<file path="config.mk">
export PLATFORM = sky130hd
export DESIGN_NAME = sio_cfg_port
export DESIGN_NICKNAME = d
export VERILOG_FILES = /design/src/rtl/sio_cfg_pkg.sv /design/src/rtl/sio_cfg_ctrl.sv /design/src/rtl/sio_cfg_dpath.sv /design/src/rtl/sio_cfg_port.sv
export SDC_FILE = /design/constraint.sdc
export NUM_CORES = 2
export LEC_CHECK = 0
export ABC_AREA = 1
export BUFFER_PORTS_ARGS = -buffer_cell sky130_fd_sc_hd__buf_2
export CORE_ASPECT_RATIO = 1.5
export CORE_MARGIN = 1
export CORE_UTILIZATION = 51
export DETAILED_ROUTE_END_ITERATION = 8
export PLACE_DENSITY = 0.64
export SYNTH_ARGS = -nofsm -noshare
export SYNTH_HDL_FRONTEND = slang
export SYNTH_HIERARCHICAL = 1
export SYNTH_SLANG_ARGS = --single-unit
</file>
<file path="constraint.sdc">
create_clock -name clk -period 6.5 [get_ports clk]
set_input_delay 0.975 -clock clk [delete_from_list [all_inputs] [get_ports clk]]
set_output_delay 0.975 -clock clk [all_outputs]
set_load 0.02 [all_outputs]
</file>
<file path="src/rtl/sio_cfg_pkg.sv">
package sio_cfg_pkg;

  localparam logic [7:0] KEY_UNLOCK = 8'h87;
  localparam logic [7:0] KEY_LOCK   = 8'hAA;
  localparam logic [7:0] IDX_LDSEL  = 8'h07;
  localparam logic [7:0] IDX_CHIPID = 8'h20;
  localparam logic [7:0] IDX_BANK0  = 8'h30;
  localparam logic [7:0] BUS_FLOAT  = 8'hFF;

  typedef enum logic [1:0] {
    KEY_IDLE = 2'd0,
    KEY_HALF = 2'd1,
    KEY_OPEN = 2'd2
  } keyState_t;

  // Strobes from the control side to the datapath.
  typedef struct packed {
    logic open;
    logic idxWr;
    logic dataWr;
    logic idxRd;
    logic dataRd;
  } cfgStb_t;

endpackage

</file>
<file path="src/rtl/sio_cfg_ctrl.sv">
module sio_cfg_ctrl
  import sio_cfg_pkg::*;
#(
  parameter int unsigned ADDR_W    = 16,
  parameter int unsigned BASE_ADDR = 'h2E
) (
  input  logic              clk,
  input  logic              rstN,
  input  logic [ADDR_W-1:0] ioAddr,
  input  logic              ioWr,
  input  logic              ioRd,
  input  logic [7:0]        ioWdata,
  output cfgStb_t           stb
);

  localparam logic [ADDR_W-1:0] IDX_ADDR  = ADDR_W'(BASE_ADDR);
  localparam logic [ADDR_W-1:0] DATA_ADDR = ADDR_W'(BASE_ADDR + 1);

  keyState_t keyState, keyNext;
  logic hitIdx, hitData, idxWrite, isUnlock, isLock;

  assign hitIdx   = (ioAddr == IDX_ADDR);
  assign hitData  = (ioAddr == DATA_ADDR);
  assign idxWrite = ioWr && hitIdx;
  assign isUnlock = (ioWdata == KEY_UNLOCK);
  assign isLock   = (ioWdata == KEY_LOCK);

  always_comb begin
    keyNext = keyState;
    unique case (keyState)
      KEY_IDLE: if (idxWrite) keyNext = isUnlock ? KEY_HALF : KEY_IDLE;
      KEY_HALF: if (idxWrite) keyNext = isUnlock ? KEY_OPEN : KEY_IDLE;
      KEY_OPEN: if (idxWrite && isLock) keyNext = KEY_IDLE;
      default:  keyNext = KEY_IDLE;
    endcase
  end

  always_ff @(posedge clk or negedge rstN) begin
    if (!rstN) keyState <= KEY_IDLE;
    else       keyState <= keyNext;
  end

  always_comb begin
    stb.open   = (keyState == KEY_OPEN);
    stb.idxWr  = stb.open && idxWrite && !isLock;
    stb.dataWr = stb.open && ioWr && hitData;
    stb.idxRd  = ioRd && hitIdx;
    stb.dataRd = ioRd && hitData;
  end

endmodule

</file>
<file path="src/rtl/sio_cfg_dpath.sv">
module sio_cfg_dpath
  import sio_cfg_pkg::*;
#(
  parameter int unsigned NUM_LD    = 12,
  parameter int unsigned BANK_REGS = 8,
  parameter logic [7:0]  CHIP_ID   = 8'h5C
) (
  input  logic              clk,
  input  logic              rstN,
  input  cfgStb_t           stb,
  input  logic [7:0]        ioWdata,
  output logic [7:0]        ioRdata,
  output logic [NUM_LD-1:0] ldActive,
  output logic              ldWrStb,
  output logic [7:0]        ldWrIdx,
  output logic [7:0]        ldWrLd,
  output logic [7:0]        ldWrData
);

  localparam int unsigned OFF_W    = (BANK_REGS > 1) ? $clog2(BANK_REGS) : 1;
  localparam int unsigned BANK_END = 32'h30 + BANK_REGS;

  logic [7:0]       index, ldSel;
  logic [7:0]       bank [NUM_LD][BANK_REGS];
  logic [OFF_W-1:0] off;
  logic             inBankRange, ldValid, bankHit, fwdHit;
  logic [7:0]       bankVal, regVal;
  logic [7:0]       idxDelta;

  assign idxDelta    = index - IDX_BANK0;
  assign off         = idxDelta[OFF_W-1:0];
  assign fwdHit      = (index >= IDX_BANK0);
  assign inBankRange = fwdHit && ({1'b0, index} < 9'(BANK_END));
  assign ldValid     = ({24'd0, ldSel} < NUM_LD);
  assign bankHit     = inBankRange && ldValid;

  // Index and device selector
  always_ff @(posedge clk or negedge rstN) begin
    if (!rstN) begin
      index <= '0;
      ldSel <= '0;
    end else begin
      if (stb.idxWr) index <= ioWdata;
      if (stb.dataWr && index == IDX_LDSEL) ldSel <= ioWdata;
    end
  end

  // Banked per-device registers
  always_ff @(posedge clk or negedge rstN) begin
    if (!rstN) begin
      for (int ld = 0; ld < NUM_LD; ld++)
        for (int r = 0; r < BANK_REGS; r++)
          bank[ld][r] <= '0;
    end else if (stb.dataWr && bankHit) begin
      for (int ld = 0; ld < NUM_LD; ld++)
        for (int r = 0; r < BANK_REGS; r++)
          if (ldSel == 8'(ld) && off == OFF_W'(r)) bank[ld][r] <= ioWdata;
    end
  end

  for (genvar g = 0; g < NUM_LD; g++) begin : g_act
    assign ldActive[g] = bank[g][0][0];
  end

  always_comb begin
    bankVal = '0;
    for (int ld = 0; ld < NUM_LD; ld++)
      for (int r = 0; r < BANK_REGS; r++)
        if (ldSel == 8'(ld) && off == OFF_W'(r)) bankVal = bank[ld][r];
  end

  always_comb begin
    if (index == IDX_LDSEL)       regVal = ldSel;
    else if (index == IDX_CHIPID) regVal = CHIP_ID;
    else if (bankHit)             regVal = bankVal;
    else                          regVal = 8'h00;
  end

  always_comb begin
    if (stb.open && stb.idxRd)       ioRdata = index;
    else if (stb.open && stb.dataRd) ioRdata = regVal;
    else                             ioRdata = BUS_FLOAT;
  end

  // Forwarded write toward the logical devices
  always_ff @(posedge clk or negedge rstN) begin
    if (!rstN) begin
      ldWrStb  <= 1'b0;
      ldWrIdx  <= '0;
      ldWrLd   <= '0;
      ldWrData <= '0;
    end else begin
      ldWrStb <= stb.dataWr && fwdHit;
      if (stb.dataWr && fwdHit) begin
        ldWrIdx  <= index;
        ldWrLd   <= ldSel;
        ldWrData <= ioWdata;
      end
    end
  end

endmodule

</file>
<file path="src/rtl/sio_cfg_port.sv">
module sio_cfg_port
  import sio_cfg_pkg::*;
#(
  parameter int unsigned ADDR_W    = 16,
  parameter int unsigned BASE_ADDR = 'h2E,
  parameter int unsigned NUM_LD    = 12,
  parameter int unsigned BANK_REGS = 8,
  parameter logic [7:0]  CHIP_ID   = 8'h5C
) (
  input  logic              clk,
  input  logic              rstN,
  input  logic [ADDR_W-1:0] ioAddr,
  input  logic              ioWr,
  input  logic              ioRd,
  input  logic [7:0]        ioWdata,
  output logic [7:0]        ioRdata,
  output logic [NUM_LD-1:0] ldActive,
  output logic              ldWrStb,
  output logic [7:0]        ldWrIdx,
  output logic [7:0]        ldWrLd,
  output logic [7:0]        ldWrData
);

  cfgStb_t stb;
  logic    cfgOpen;

  assign cfgOpen = stb.open;

  sio_cfg_ctrl #(
    .ADDR_W   (ADDR_W),
    .BASE_ADDR(BASE_ADDR)
  ) u_ctrl (
    .clk    (clk),
    .rstN   (rstN),
    .ioAddr (ioAddr),
    .ioWr   (ioWr),
    .ioRd   (ioRd),
    .ioWdata(ioWdata),
    .stb    (stb)
  );

  sio_cfg_dpath #(
    .NUM_LD   (NUM_LD),
    .BANK_REGS(BANK_REGS),
    .CHIP_ID  (CHIP_ID)
  ) u_dpath (
    .clk     (clk),
    .rstN    (rstN),
    .stb     (stb),
    .ioWdata (ioWdata),
    .ioRdata (ioRdata),
    .ldActive(ldActive),
    .ldWrStb (ldWrStb),
    .ldWrIdx (ldWrIdx),
    .ldWrLd  (ldWrLd),
    .ldWrData(ldWrData)
  );

endmodule

</file>
==> metrics.txt <==
commonest non-fill, non-tap cell in the layout=nand2_1; Reg2Reg Setup Slack=2.96 ns; Core Area=around 0.076 mm2; FF-to-FF End=u_dpath/bank[203]; number of global-route vias before repair=approximately 33000; synthesized area per cell=7.43 um2; die area=~0.08 mm2; clk_skew=approximately 0.015 ns; number of flops mapped to enable cells by yosys=0; peak supply drop=between 0.15 and 0.2 mV; max-slew violations=0; Worst Path Required=5.52 ns; CTS Buffer Depth=3; Area Growth Syn to Fin=15.2%; # rows=around 120; status=finished, violations left; Cells after DPL=6369; slowest CP cell=dfrtp_1; HPWL after DPL=between 70000 and 80000 um; final worst-path cycle share=1.37; GRT Util Overall=0.310; Layout fillers=between 7000 and 8000; RePlAce Congestion=between 0.9 and 1; largest net degree at the start of global routing=roughly 180; register bit total from synthesis=between 800 and 900; drt via density=5.22; DR DRC count=0; Cells after Synth=5260; fmax=0.112 GHz; IO Port Bufs=72; Num CTS Buffers=80; failing checks=setup timing; Final setup viols=8; Max FO, Critical Path=4; critical path's top delay family=simple AND/OR/NAND/NOR gates; Synthesized Nets=5288; setup ws final=-2.43 ns; I/O pin cnt=between 70 and 80; CP startpoint kind=flop; drt initial violations=2821; CTS tree=built; WP data arrival=~8 ns; root buf cell=clkbuf_16; fin nets=between 5000 and 6000; leakage power=~22 nW; drt pass-1 iters=6; clk sinks=roughly 800; wire per inst=18.4 um; Slew @ Worst Pin=1.17 ns; RSZ-0062 raised after global routing=yes; Slew headroom=0.217; slowest stage delay, CP=~0.42 ns; crit path kind=reg2out; hold_buf cts=0; Top FF cell, synth=dfrtp_1; Antenna Violating Nets Remaining=0; R2R depth=12; sequential element share of the synthesized area=0.519; grt ovf=0; hold crit path type=in2async; async set-reset flop share out of synthesis=1.00; post-route minimum period=approximately 8.9 ns; Worst-path clk slew=about 0.06 ns; Synth Warn #=6; ratio of cells with drive above 1 in the final layout=0.137; r2r startpoint=u_dpath/ldSel[7]; Max-Cap Viols=0; die height=341 um; most frequent cells in the layout=nand2_1, o21ai_0, dfrtp_1; final WL=120000 um; die width=roughly 230 um; Post-Layout Cell Count=6520; power per cell area=223 mW/mm2; first-pass GRT wire length=between 150000 and 200000 um; number of antenna violations at the first check in global routing=0; Synth cell types=between 40 and 50; Initial Util=0.514; WP buf/inv=5; total number of vias=between 30000 and 40000; most used cell, CP=nand4_1; H-tree lvl count=3; final-report hold violation count=0; overall power=around 0.010 W; Inserted Diodes=0; Mapped Area=between 0.03 and 0.04 mm2; CP endpoint kind=output port; Clk Latency, worst-skew pair=roughly 0.65 ns
-- registers in the layout (all words and copies together), names as in the netlist --
name	count
u_dpath/ldSel	8
u_dpath/bank	756
u_dpath/index	8
u_dpath/ldWrIdx	8
u_dpath/ldWrLd	8
u_dpath/ldWrStb	1
u_dpath/ldActive	12
u_dpath/ldWrData	8
u_ctrl/keyState	2
-- cells by family after synthesis --
family | count (synthesis) | synth area share
AND/OR/NAND/NOR | 2442 | 0.253
buffers and inverters | 1008 | 0.0988
AO/OA/AOI/OAI | 999 | 0.129
flip-flops | 811 | 0.519
-- per-layer routing --
layer | vias up | wire length [um] | GRT usage
met1 | 16100 | 45900 | 0.359
met2 | 992 | 61600 | 0.558
met4 | 0 | 6600 | 0.163
li1 | 16600 | - | -
met5 | - | 0 | 0
met3 | 347 | 5860 | 0.0418
-- worst max-delay path by stage --
stage                           startpoint          to  cells past startpoint
final                     u_dpath/index[0]  ioRdata[6]                     58
after global routing      u_dpath/index[0]  ioRdata[6]                     58
after CTS                 u_dpath/ldSel[4]  ioRdata[6]                     58
after detailed placement  u_dpath/ldSel[4]  ioRdata[4]                     92
after global placement    u_dpath/ldSel[7]  ioRdata[4]                     92
after floorplan           u_dpath/ldSel[7]  ioRdata[7]                     89
-- report_power, final --
part	switching [W]	total (W)	internal [W]
clock	0.00204	0.00471	0.00267
sequential	0.00000000230	0.00505	0.00505
combinational	0.000245	0.000267	0.0000216
total	0.00228	0.0100	0.00774
-- through the flow --
stage	hold WS [ns]	utilization	setup TNS, ns	worst slack (ns)	cell area [um2]
finish	0.342	0.592	-14.93	-2.43	45000
global route	0.399	0.592	-20.67	-2.97	45000
CTS	0.356	0.589	-15.46	-2.43	44800
detailed placement	0.465	0.550	-11.44	-1.98	41800
global placement	0.458	0.550	-11.38	-2.02	41800
floorplan	0.445	-	0	0.446	39100
-- synth_stat cells, types with 3 or more instances --
library cell	instances	area share
nor2_2	15	0.0024
o21ai_0	845	0.11
nor4_1	5	0.00080
nor3_1	13	0.0017
nand2_1	1806	0.17
inv_1	741	0.071
nand4_1	55	0.0088
or2_0	8	0.0013
or2_2	90	0.014
o22ai_1	5	0.00080
nor2_1	358	0.034
buf_1	7	0.00067
nand2_2	4	0.00064
nand3_1	63	0.0081
buf_6	3	0.00086
a21oi_1	135	0.017
nor2_4	7	0.0020
o21ai_1	3	0.00038
o21ai_2	3	0.00067
clkinv_1	10	0.00096
inv_2	26	0.0025
clkbuf_1	205	0.020
nor3_4	3	0.0012
inv_4	4	0.00064
dfrtp_1	811	0.52
buf_4	12	0.0023
-- cell type report --
type / instances / area [um2] / share of cell area
Tap cell: 1008 / 1260 / 0.0280
Sequential cell: 811 / 20300 / 0.451
Multi-Input combinational cell: 3441 / 15400 / 0.341
Clock inverter: 31 / 342 / 0.00759
Timing Repair Buffer: 338 / 2540 / 0.0565
Inverter: 781 / 2950 / 0.0655
Clock buffer: 110 / 2290 / 0.0508
-- repair_timing --
action                                  in CTS  in global routing
endpoints found under the setup margin       8                  8
hold endpoints to repair                     0                  0
setup buffers                                7                  4
gates resized for setup                     85                 76
pin swaps                                   46                 74
Note: power is estimated with default switching activity, not from simulation.
